**config.mk**
```make
export PLATFORM = sky130hd
export DESIGN_NAME = dram_mux_ctrl
export DESIGN_NICKNAME = d
export VERILOG_FILES = /design/src/rtl/dram_ctrl_pkg.sv /design/src/rtl/dram_phase_timer.sv /design/src/rtl/dram_refresh_sched.sv /design/src/rtl/dram_mux_ctrl.sv
export SDC_FILE = /design/constraint.sdc
export NUM_CORES = 1
export LEC_CHECK = 0
export BUFFER_PORTS_ARGS = -buffer_cell sky130_fd_sc_hd__buf_2
export CAP_MARGIN = 40
export CORE_MARGIN = 5
export CORE_UTILIZATION = 40
export CTS_BUF_LIST = sky130_fd_sc_hd__clkbuf_4 sky130_fd_sc_hd__clkbuf_8
export DETAILED_ROUTE_END_ITERATION = 8
export MAX_ROUTING_LAYER = met4
export PLACE_DENSITY = 0.64
export SYNTH_ARGS = -nofsm -noshare
export SYNTH_HDL_FRONTEND = slang
export SYNTH_HIERARCHICAL = 1
export SYNTH_SLANG_ARGS = --single-unit
export TNS_END_PERCENT = 50
```
**constraint.sdc**
```tcl
create_clock -name clk -period 1.89 [get_ports clk]
set_input_delay 0.567 -clock clk [delete_from_list [all_inputs] [get_ports clk]]
set_output_delay 0.567 -clock clk [all_outputs]
set_load 0.005 [all_outputs]
```
**src/rtl/dram_ctrl_pkg.sv**
```systemverilog
package dram_ctrl_pkg;

    typedef enum logic [2:0] {
        ST_IDLE,
        ST_ROW_SETUP,
        ST_ROW_HOLD,
        ST_COL_SETUP,
        ST_COL_STROBE,
        ST_REF_SETUP,
        ST_REF_STROBE,
        ST_PRECHARGE
    } ctrl_state_e;

endpackage

```
**src/rtl/dram_phase_timer.sv**
```systemverilog
module dram_phase_timer #(
    parameter int CNT_W = 3
) (
    input  logic             clk,
    input  logic             rst_n,
    input  logic             load,
    input  logic [CNT_W-1:0] load_val,
    output logic             last
);

    logic [CNT_W-1:0] cnt_q;

    always_ff @(posedge clk or negedge rst_n) begin
        if (!rst_n) begin
            cnt_q <= '0;
        end else if (load) begin
            cnt_q <= load_val;
        end else if (cnt_q != '0) begin
            cnt_q <= cnt_q - 1'b1;
        end
    end

    assign last = (cnt_q == '0);

endmodule

```
**src/rtl/dram_refresh_sched.sv**
```systemverilog
module dram_refresh_sched #(
    parameter int ROW_W    = 4,
    parameter int INTERVAL = 48
) (
    input  logic             clk,
    input  logic             rst_n,
    input  logic             start,
    input  logic             finish,
    output logic             pending,
    output logic [ROW_W-1:0] row
);

    localparam int TW = (INTERVAL > 2) ? $clog2(INTERVAL) : 1;
    localparam logic [TW-1:0] TICK_AT = TW'(INTERVAL - 1);

    logic [TW-1:0]    tmr_q;
    logic             tick;
    logic             pend_q;
    logic [ROW_W-1:0] row_q;

    assign tick = (tmr_q == TICK_AT);

    always_ff @(posedge clk or negedge rst_n) begin
        if (!rst_n) begin
            tmr_q <= '0;
        end else if (tick) begin
            tmr_q <= '0;
        end else begin
            tmr_q <= tmr_q + 1'b1;
        end
    end

    // a new tick keeps the flag set even if a refresh starts in the same cycle
    always_ff @(posedge clk or negedge rst_n) begin
        if (!rst_n) begin
            pend_q <= 1'b0;
        end else begin
            pend_q <= tick | (pend_q & ~start);
        end
    end

    always_ff @(posedge clk or negedge rst_n) begin
        if (!rst_n) begin
            row_q <= '0;
        end else if (finish) begin
            row_q <= row_q + 1'b1;
        end
    end

    assign pending = pend_q;
    assign row     = row_q;

endmodule

```
**src/rtl/dram_mux_ctrl.sv**
```systemverilog
module dram_mux_ctrl
    import dram_ctrl_pkg::*;
#(
    parameter int ADDR_W         = 8,
    parameter int DATA_W         = 8,
    parameter int T_SETUP        = 1,
    parameter int T_RCD          = 2,
    parameter int T_CAS          = 2,
    parameter int T_PRE          = 2,
    parameter int RETENTION_CLKS = 768
) (
    input  logic                clk,
    input  logic                rst_n,
    input  logic                req_valid,
    output logic                req_ready,
    input  logic                req_write,
    input  logic [ADDR_W-1:0]   req_addr,
    input  logic [DATA_W-1:0]   req_wdata,
    output logic                rsp_valid,
    output logic [DATA_W-1:0]   rsp_rdata,
    output logic [ADDR_W/2-1:0] mem_addr,
    output logic                mem_ras_n,
    output logic                mem_cas_n,
    output logic                mem_we_n,
    output logic [DATA_W-1:0]   mem_dq_out,
    output logic                mem_dq_oe,
    input  logic [DATA_W-1:0]   mem_dq_in
);

    localparam int HALF_W       = ADDR_W / 2;
    localparam int ROWS         = 1 << HALF_W;
    localparam int REF_INTERVAL = RETENTION_CLKS / ROWS;
    localparam int T_REF        = T_RCD + T_CAS;
    localparam int MAX_A        = (T_SETUP > T_PRE) ? T_SETUP : T_PRE;
    localparam int MAX_T        = (MAX_A > T_REF) ? MAX_A : T_REF;
    localparam int CNT_W        = $clog2(MAX_T + 1);

    localparam logic [CNT_W-1:0] LD_SETUP = CNT_W'(T_SETUP - 1);
    localparam logic [CNT_W-1:0] LD_RCD   = CNT_W'(T_RCD - 1);
    localparam logic [CNT_W-1:0] LD_CAS   = CNT_W'(T_CAS - 1);
    localparam logic [CNT_W-1:0] LD_REF   = CNT_W'(T_REF - 1);
    localparam logic [CNT_W-1:0] LD_PRE   = CNT_W'(T_PRE - 1);

    ctrl_state_e state_q, state_d;

    logic              tmr_load;
    logic [CNT_W-1:0]  tmr_val;
    logic              tmr_last;
    logic              accept;
    logic              ref_start;
    logic              ref_finish;
    logic              ref_pending;
    logic [HALF_W-1:0] ref_row;
    logic              cap_rd;

    logic [ADDR_W-1:0] addr_q;
    logic              wr_q;
    logic [DATA_W-1:0] wdata_q;
    logic [DATA_W-1:0] rdata_q;
    logic              rsp_q;

    dram_phase_timer #(
        .CNT_W(CNT_W)
    ) phase_tmr_i (
        .clk     (clk),
        .rst_n   (rst_n),
        .load    (tmr_load),
        .load_val(tmr_val),
        .last    (tmr_last)
    );

    dram_refresh_sched #(
        .ROW_W   (HALF_W),
        .INTERVAL(REF_INTERVAL)
    ) ref_sched_i (
        .clk    (clk),
        .rst_n  (rst_n),
        .start  (ref_start),
        .finish (ref_finish),
        .pending(ref_pending),
        .row    (ref_row)
    );

    // state register
    always_ff @(posedge clk or negedge rst_n) begin
        if (!rst_n) begin
            state_q <= ST_IDLE;
        end else begin
            state_q <= state_d;
        end
    end

    // next state and phase timer loads
    always_comb begin
        state_d    = state_q;
        tmr_load   = 1'b0;
        tmr_val    = '0;
        accept     = 1'b0;
        ref_start  = 1'b0;
        ref_finish = 1'b0;
        cap_rd     = 1'b0;
        unique case (state_q)
            ST_IDLE: begin
                if (ref_pending) begin
                    state_d   = ST_REF_SETUP;
                    tmr_load  = 1'b1;
                    tmr_val   = LD_SETUP;
                    ref_start = 1'b1;
                end else if (req_valid) begin
                    state_d  = ST_ROW_SETUP;
                    tmr_load = 1'b1;
                    tmr_val  = LD_SETUP;
                    accept   = 1'b1;
                end
            end
            ST_ROW_SETUP: begin
                if (tmr_last) begin
                    state_d  = ST_ROW_HOLD;
                    tmr_load = 1'b1;
                    tmr_val  = LD_RCD;
                end
            end
            ST_ROW_HOLD: begin
                if (tmr_last) begin
                    state_d  = ST_COL_SETUP;
                    tmr_load = 1'b1;
                    tmr_val  = '0;
                end
            end
            ST_COL_SETUP: begin
                if (tmr_last) begin
                    state_d  = ST_COL_STROBE;
                    tmr_load = 1'b1;
                    tmr_val  = LD_CAS;
                end
            end
            ST_COL_STROBE: begin
                if (tmr_last) begin
                    state_d  = ST_PRECHARGE;
                    tmr_load = 1'b1;
                    tmr_val  = LD_PRE;
                    cap_rd   = ~wr_q;
                end
            end
            ST_REF_SETUP: begin
                if (tmr_last) begin
                    state_d  = ST_REF_STROBE;
                    tmr_load = 1'b1;
                    tmr_val  = LD_REF;
                end
            end
            ST_REF_STROBE: begin
                if (tmr_last) begin
                    state_d    = ST_PRECHARGE;
                    tmr_load   = 1'b1;
                    tmr_val    = LD_PRE;
                    ref_finish = 1'b1;
                end
            end
            ST_PRECHARGE: begin
                if (tmr_last) begin
                    state_d = ST_IDLE;
                end
            end
            default: state_d = ST_IDLE;
        endcase
    end

    // request capture and read return
    always_ff @(posedge clk or negedge rst_n) begin
        if (!rst_n) begin
            addr_q  <= '0;
            wr_q    <= 1'b0;
            wdata_q <= '0;
        end else if (accept) begin
            addr_q  <= req_addr;
            wr_q    <= req_write;
            wdata_q <= req_wdata;
        end
    end

    always_ff @(posedge clk or negedge rst_n) begin
        if (!rst_n) begin
            rdata_q <= '0;
            rsp_q   <= 1'b0;
        end else begin
            rsp_q <= cap_rd;
            if (cap_rd) begin
                rdata_q <= mem_dq_in;
            end
        end
    end

    // strobe and bus decode from state
    always_comb begin
        mem_addr  = '0;
        mem_ras_n = 1'b1;
        mem_cas_n = 1'b1;
        mem_we_n  = 1'b1;
        mem_dq_oe = 1'b0;
        unique case (state_q)
            ST_IDLE, ST_PRECHARGE: begin
                mem_addr = '0;
            end
            ST_ROW_SETUP: begin
                mem_addr = addr_q[ADDR_W-1:HALF_W];
            end
            ST_ROW_HOLD: begin
                mem_addr  = addr_q[ADDR_W-1:HALF_W];
                mem_ras_n = 1'b0;
            end
            ST_COL_SETUP: begin
                mem_addr  = addr_q[HALF_W-1:0];
                mem_ras_n = 1'b0;
                mem_we_n  = ~wr_q;
                mem_dq_oe = wr_q;
            end
            ST_COL_STROBE: begin
                mem_addr  = addr_q[HALF_W-1:0];
                mem_ras_n = 1'b0;
                mem_cas_n = 1'b0;
                mem_we_n  = ~wr_q;
                mem_dq_oe = wr_q;
            end
            ST_REF_SETUP: begin
                mem_addr = ref_row;
            end
            ST_REF_STROBE: begin
                mem_addr  = ref_row;
                mem_ras_n = 1'b0;
            end
            default: mem_addr = '0;
        endcase
    end

    assign mem_dq_out = wdata_q;
    assign req_ready  = (state_q == ST_IDLE) && !ref_pending;
    assign rsp_valid  = rsp_q;
    assign rsp_rdata  = rdata_q;

endmodule

```
Yosys cells after proc, flatten, opt, wreduce, memory -nomap -nowiden --
Index checks and enable logic that the tools add are counted. Widths: inputs -> output; s select.
Operators by class: eq/ne operators 15, muxes and demuxes 31, add/sub/neg operators 3, reductions and logical operators 15, bitwise operators 4
Operator list (number):
- $mux 3 | 10
- $pmux 3 s7 | 1
- $pmux 4 s4 | 1
- $mux 1 | 15
- $eq 3x3->1 const B | 4
- $ne 2x1->1 const B | 6
- $reduce_or 2->1 | 5
- $reduce_or 4->1 | 2
- $reduce_and 7->1 | 1
- $add 6x1->6 const B | 1
- $eq 3x2->1 const B | 2
- $eq 6x6->1 const B | 1
- $logic_not 3->1 | 2
- $mux 6 | 1
- $reduce_or 6->1 | 1
- $add 4x1->4 const B | 1
- $pmux 2 s2 | 1
- $eq 3x1->1 const B | 1
- $ne 3x2->1 const B | 1
- $reduce_bool 3->1 | 1
- $sub 3x1->3 const B | 1
- $mux 2 | 1
- $not 1->1 | 2
- $pmux 1 s2 | 1
- other kinds (5) | 5
Storage, ports and cells: output and inout port bits 26, bits of input ports 28, bits in registers 43

Longest topological paths before layout --
Gate-level depths: netlist of the first run.
word-level depth 5, mapped depth 9, mapped depth without buffers 8

By module --
The synthesis of the first run kept the hierarchy.
By module, submodules not included:
- dram_mux_ctrl | sequential area each 725.7 µm², area each 1472.7 µm², cells each 117, times used 1
- dram_refresh_sched | sequential area each 275.3 µm², area each 455.4 µm², cells each 36, times used 1
- dram_phase_timer | sequential area each 75.1 µm², area each 200.2 µm², cells each 21, times used 1

Least setup slack after synthesis of the first run --
Ideal clock, no wire load.
kind reg-to-output, from reg state_q[1], to out mem_dq_oe, setup slack -57 ps, data arrival time 1380 ps, stages on the path, launching flop included 5, path through dfrtp_1 > buf_2 > or3b_2 > o21ai_0 > and2_1
On the way: word-level cells in the longest chain between the ends 3, elaborated cells on any way between the ends 4, those cells by class 2 x eq/ne; 1 x mux; 1 x reduce/logical
Ends and longest elaborated chain:
- from (decl) | line dram_mux_ctrl.sv:44 | ctrl_state_e state_q, state_d;
- from (signal assigned) | line dram_mux_ctrl.sv:89 | state_q <= state_d;
- $eq 3x3->1 / $eq 3x2->1 (equally long branches) | line dram_mux_ctrl.sv:201 | unique case (state_q)
- $reduce_or 2->1 (no line) *
- $mux 1 * | line dram_mux_ctrl.sv:201
- to (decl) | line dram_mux_ctrl.sv:26 | output logic mem_dq_oe,
Every way passes the cells marked *; elsewhere a longest branch is shown, timed or not.

Worst setup path after layout of the first run --
from reg state_q[0], to out mem_dq_oe
Same word-level chain as after synthesis.

==> impl_metrics.tcl, run 1 <==
set metrics [dict create \
    portion_of_the_post_synthesis_area_used_by_sequential_elements 0.506 \
    violated_checks "setup timing" \
    syn_avg_cell_area_um2 12.2 \
    die_height_um 82.9 \
    maxcap_viol_count 0 \
    floorplan.rows 26 \
    timing.rr.start "state_q[1]" \
    setup.worst_path.class "flop to output pin" \
    cts_tree "built" \
    count_of_final_max_slew_check_failures 0 \
    grt_util_met1 0.177 \
    most_common_library_cell_in_the_layout_ignoring_fill_and_taps "buf_2" \
    layout.cells.most_common_list "buf_2, dfrtp_1, mux2_2" \
    gp_congestion 0.820 \
    post_synth_instance_area_um2 2130 \
    detailroute.via_count 1546 \
    cp-end-kind "output pin" \
    number_of_enable_flip_flop_cells_after_synthesis 0 \
    flow.area_growth_from_synthesis_pct 30.9 \
    timing.critical_path.arrival_ps 1530 \
    die_x_um 82.9 \
    worst_setup_hold_path_clk_slew_ps 80 \
    finClkSkew_ps 5.48 \
    finalNetCount 276 \
    critPathRequiredTime_ps 1320 \
    syn_inst 174 \
    vias_per_cell 4.92 \
    yosys_most_used_dff "dfrtp_1" \
    post-dp-hpwl_um 3180 \
    startpoint "state_q[0]" \
    grt_antenna_before_repair 0 \
    post-route-drc-count 0 \
    grtUsageMet2 0.229 \
    grt_start_max_net_pins 44 \
    total_length_of_routed_wires_um 4410 \
    cts_inserted_buffers 5 \
    hold_buffer_count_at_cts 0 \
    detailedRoute.firstPassIterationCount 4 \
    timing.fmax_mhz 476 \
    grt.busiest_layer "met2" \
    synth_cell_type_count 49 \
    netlist_top_cells_area "dfrtp_1, mux2_2, mux2_4, ha_1, inv_1" \
    netlist.top_cell.by_area "dfrtp_1" \
    cts-root-buf "clkbuf_8" \
    synth.net_count 207 \
    crit_path_top_delay_cell "or3b_4" \
    groute.layer.met3.usage 0.0327 \
    grt.overflow.total 0 \
    register_area_um2 1080 \
    pin_count 54 \
    fraction_of_final_layout_cells_with_drive_strength_greater_than_1 0.488 \
    clock_latency_on_the_worst_skew_pair_ps 300 \
    placeableCoreArea_um2 5140 \
    fillerInstances 465 \
    power_per_cell_area_nw_per_um2 1510 \
    multi_input_area_um2 1030 \
    number_of_nets_still_failing_antenna_checks_after_routing 0 \
    yosys_register_bits 43 \
    static-leakage-power_nw 1.37 \
    finalHoldViolations 0 \
    cts_htree_levels 2 \
    crit_path_start_kind "flop" \
    ant_diodes 0 \
    fraction_of_post_synthesis_cell_area_in_the_top_cell_type_by_area 0.506 \
    outcome "finished with violations" \
    timing.final.setup_violations 7 \
    ys_warn_count 6 \
    layout_worst_path_cycle_share 1.11 \
    initial_core_util 0.414 \
    drt_iter0_markers 42 \
    worst_hold_path_type "input port to asynchronous set/reset pin" \
    grt_util_all_layers 0.142 \
    timing.final.ws_setup_ps -211 \
    final_critical_period_ps 2100 \
    area_of_the_die_um2 6880 \
    cp_cell_sequence "or3b_4 -> o21ai_4 -> and2_1 -> buf_2" \
    grt_first_pass_wirelength_um 7870 \
    fin_total_pwr_mw 4.21 \
    grt_setup_unrepaired "true" \
    place.port_buffers 53 \
    first_global_vias 1674 \
    synth-async-reset-ratio 1.00 \
    timing.critical_path.slowest_cell_delay_ps 430 \
    worst_ir_drop_vdd_v 0.000841 \
    pre_cts_ws_ps 45.2 \
    cts-root-to-sink-buffers 2 \
    path_max_fanout 6 \
    clkSinkCount 43 \
    avgRoutedWirePerCell_um 14.1 \
]
kinds of logic (layout without fill, tap and decap cells):
kind of cell	Yosys count	count (layout)	share of synthesized area
XOR/XNOR	7	7	0.0288
AND/OR/NAND/NOR	41	41	0.128
adder cells (fa/ha/maj)	5	5	0.0294
flip-flops	43	43	0.506
other	1	1	0.00176
buffers and inverters	22	92	0.0476
multiplexers	30	30	0.174
AO/OA/AOI/OAI	25	25	0.0852
cell type report:
cell class                 count  area share
inverter                      13      0.0175
multi-input combinational    109       0.369
sequential                    43       0.386
clock inverter                 2     0.00449
clock buffer                   6      0.0274
timing repair buffer          71       0.164
tap                           70      0.0314
worst max-delay path, delay by kind of cell, from the launching register on:
kind	cells	cell delay, ps
AND/OR/NAND/NOR	2	600
flip-flops	1	410
AO/OA/AOI/OAI	1	120
buffers and inverters	1	110
cell usage after synthesis, types with 2 or more instances:
library cell  count
o2bb2ai_1         4
nor2b_1           3
clkbuf_1          2
a21oi_1           3
and2_1            2
buf_2             3
mux2i_1           4
o22ai_1           2
nand3_1           3
nor2_1            6
a21o_1            2
mux2_2           16
nand2b_1          3
buf_6             2
mux2_4           10
dfrtp_1          43
ha_1              5
nor3_1            2
xor2_1            3
xnor2_1           4
o21ai_0           4
buf_1             2
nand2_1           6
nor4b_1           3
inv_1            13
routing by layer:
| layer | routed length [µm] | vias to the layer above |
|---|---|---|
| met5 | 0 | - |
| met4 | 70 | 0 |
| met3 | 186 | 9 |
| met2 | 2140 | 39 |
| met1 | 2020 | 752 |
| li1 | - | 746 |
flip-flops by register name, summed over array words and instances (netlist names):
signal               count
addr_q                   8
mem_dq_out               8
rsp_rdata                8
ref_sched_i/tmr_q        6
ref_sched_i/row          4
phase_tmr_i/cnt_q        3
state_q                  3
ref_sched_i/pending      1
rsp_valid                1
wr_q                     1
through the flow:
stage	area [µm²]	TNS, ps	utilization	cells	hold slack [ps]
2_1_floorplan	2130	0	-	174	271
4_1_cts	2710	-1050	0.527	312	234
5_1_grt	2790	-1830	0.542	314	241
3_3_place_gp	2540	0	0.495	301	451
3_5_place_dp	2540	0	0.495	301	454
6_report	2790	-1180	0.542	314	228
power by group:
part	total [mW]	internal, mW	leakage, nW	switching (mW)
clock	0.593	0.273	0.0446	0.320
sequential	1.54	1.29	0.525	0.251
combinational	2.08	1.18	0.797	0.901
final timing paths:
path                                        end  depth (start not counted)  slack, ps
min                               mem_dq_out[3]                          2        230
max                                   mem_dq_oe                          4       -210
min reg2reg                ref_sched_i/tmr_q[0]                          1        460
max in group asynchronous                  wr_q                          2       1460
min in group clk           ref_sched_i/tmr_q[0]                          1        460
max reg2reg                                wr_q                          7         90
timing repair:
item	4_1_cts	5_1_grt
buffers inserted	3	2
pin swaps	2	3
setup endpoints to repair	9	18
gates resized for setup	12	11
No activity file was read; power rests on OpenSTA's default activity.
==> run 2, diff against run 1 <==
--- a/config.mk
+++ b/config.mk
@@ -17,4 +17,3 @@
 export SYNTH_HDL_FRONTEND = slang
 export SYNTH_HIERARCHICAL = 1
 export SYNTH_SLANG_ARGS = --single-unit
-export TNS_END_PERCENT = 50
==> impl_metrics.tcl, run 2 (synthesized netlist as in run 1, its figures left out) <==
set metrics [dict create \
    path_max_fanout 6 \
    drt_iter0_markers 28 \
    critPathRequiredTime_ps 1320 \
    fraction_of_final_layout_cells_with_drive_strength_greater_than_1 0.516 \
    part_of_the_power_in_registers 0.357 \
    timing.critical_path.slowest_cell_delay_ps 420 \
    p_sw_mw 1.52 \
    finalHoldWorstSlack_ps 228 \
    maxcap_viol_count 0 \
    cts_tree "built" \
    worst_ir_drop_vdd_v 0.000877 \
    cts-root-to-sink-buffers 2 \
    flow.area_growth_from_synthesis_pct 32.9 \
    post-dp-hpwl_um 3180 \
    worst_hold_path_type "input port to asynchronous set/reset pin" \
    worst_setup_hold_path_clk_slew_ps 80 \
    static-leakage-power_nw 1.38 \
    hold_buffer_count_at_cts 0 \
    timing.final.setup_violations 8 \
    grt_antenna_before_repair 0 \
    regToRegEndpoint "state_q[1]" \
    power_per_cell_area_nw_per_um2 1530 \
    grt_util_all_layers 0.142 \
    cts-root-buf "clkbuf_8" \
    placeableCoreArea_um2 5140 \
    cp-end-kind "output pin" \
    grt_setup_unrepaired "true" \
    finalHoldViolations 0 \
    startpoint "state_q[1]" \
    die_x_um 82.9 \
    timing.critical_path.arrival_ps 1530 \
    layout.cells.most_common_list "buf_2, dfrtp_1, mux2_2" \
    avgRoutedWirePerCell_um 14.2 \
    cp_cell_sequence "or3b_4 -> o21ai_4 -> and2_1 -> buf_2" \
    timing.rr.start "state_q[2]" \
    combinationalPowerShare 0.506 \
    most_common_library_cell_in_the_layout_ignoring_fill_and_taps "buf_2" \
    timing.final.ws_setup_ps -202 \
    timing.fmax_mhz 478 \
    layout_worst_path_cycle_share 1.11 \
    fin_total_pwr_mw 4.32 \
    pre_cts_ws_ps 45.2 \
    grt_first_pass_wirelength_um 7880 \
    total_length_of_routed_wires_um 4500 \
    detailroute.via_count 1574 \
    crit_path_top_delay_cell "or3b_4" \
    finalNetCount 280 \
    count_of_final_max_slew_check_failures 0 \
    place.port_buffers 53 \
    grt.overflow.total 0 \
    detailedRoute.firstPassIterationCount 4 \
    ant_diodes 0 \
    cts_htree_levels 2 \
    grt_start_max_net_pins 44 \
    number_of_nets_still_failing_antenna_checks_after_routing 0 \
    die_height_um 82.9 \
    fillerInstances 454 \
    final_critical_period_ps 2090 \
    crit_path_start_kind "flop" \
    first_global_vias 1688 \
    setup.worst_path.class "flop to output pin" \
    cts_inserted_buffers 5 \
    finClkSkew_ps 6.02 \
    power_frac_clock 0.138 \
    reg2reg_depth 8 \
    post-route-drc-count 0 \
    postLayoutCellArea_um2 2830 \
    p_int_mw 2.80 \
    placedInstanceArea_um2 2540 \
    gp_congestion 0.820 \
    outcome "finished with violations" \
    power.share.switching 0.352 \
    area_of_the_die_um2 6880 \
    pin_count 54 \
    vias_per_cell 4.95 \
    floorplan.rows 26 \
    violated_checks "setup timing" \
    clock_latency_on_the_worst_skew_pair_ps 300 \
    clkSinkCount 43 \
    setup.reg_to_reg.worst_slack_ps 100 \
    setup_tns_ps -1100 \
    critical_path.endpoint "mem_dq_oe" \
    initial_core_util 0.414 \
]
run 2: metrics by stage:
| stage | std cells | util |
|---|---|---|
| finish | 318 | 0.550 |
| global route | 318 | 0.550 |
| CTS | 315 | 0.531 |
| detailed placement | 301 | 0.495 |
| global placement | 301 | 0.495 |
| floorplan | 174 | - |
run 2: layout make-up:
type | instances | area [µm²] | area share
tap | 70 | 87.6 | 0.0310
clock buffer | 6 | 76.3 | 0.0270
timing repair buffer | 75 | 480 | 0.170
multi-input combinational | 109 | 1050 | 0.370
clock inverter | 2 | 12.5 | 0.00442
inverter | 13 | 48.8 | 0.0172
sequential | 43 | 1080 | 0.380
run 2: how the worst min path moves through the flow:
stage	cells after the start	slack, ps	start	end
detailed placement	1	450	ref_sched_i/tmr_q[0]	ref_sched_i/tmr_q[0]
floorplan	0	270	rst_n	addr_q[0]
finish	2	230	rst_n	mem_dq_out[3]
global placement	1	450	ref_sched_i/tmr_q[0]	ref_sched_i/tmr_q[0]
CTS	2	230	rst_n	addr_q[3]
global route	2	240	rst_n	addr_q[3]
run 2: critical path: cells and delay by family, from the launching register on:
family	cells	cell delay (ps)
compound gates	1	120
flops	1	410
simple gates	2	590
buf+inv	1	110
run 2: power groups by stage:
stage	Combinational, mW	Clock (mW)	Sequential, mW
after detailed placement	1.79	0	1.53
after CTS	2.00	0.615	1.52
after floorplan	1.15	0	1.49
after global placement	1.78	0	1.52
final	2.18	0.594	1.54
after global routing	2.40	0.653	1.59
run 2: routing by layer:
layer / vias to the layer above / share of wire / GRT usage
li1: 755 / - / -
met1: 759 / 0.45 / 0.175
met2: 51 / 0.49 / 0.232
met3: 9 / 0.047 / 0.0327
met4: 0 / 0.016 / 0.0446
met5: - / 0 / -
run 2: timing repair:
item / 4_1_cts / 5_1_grt
pin swaps: 3 / 3
gates resized for setup: 12 / 15
setup buffers: 6 / 3
setup endpoints to repair: 9 / 18
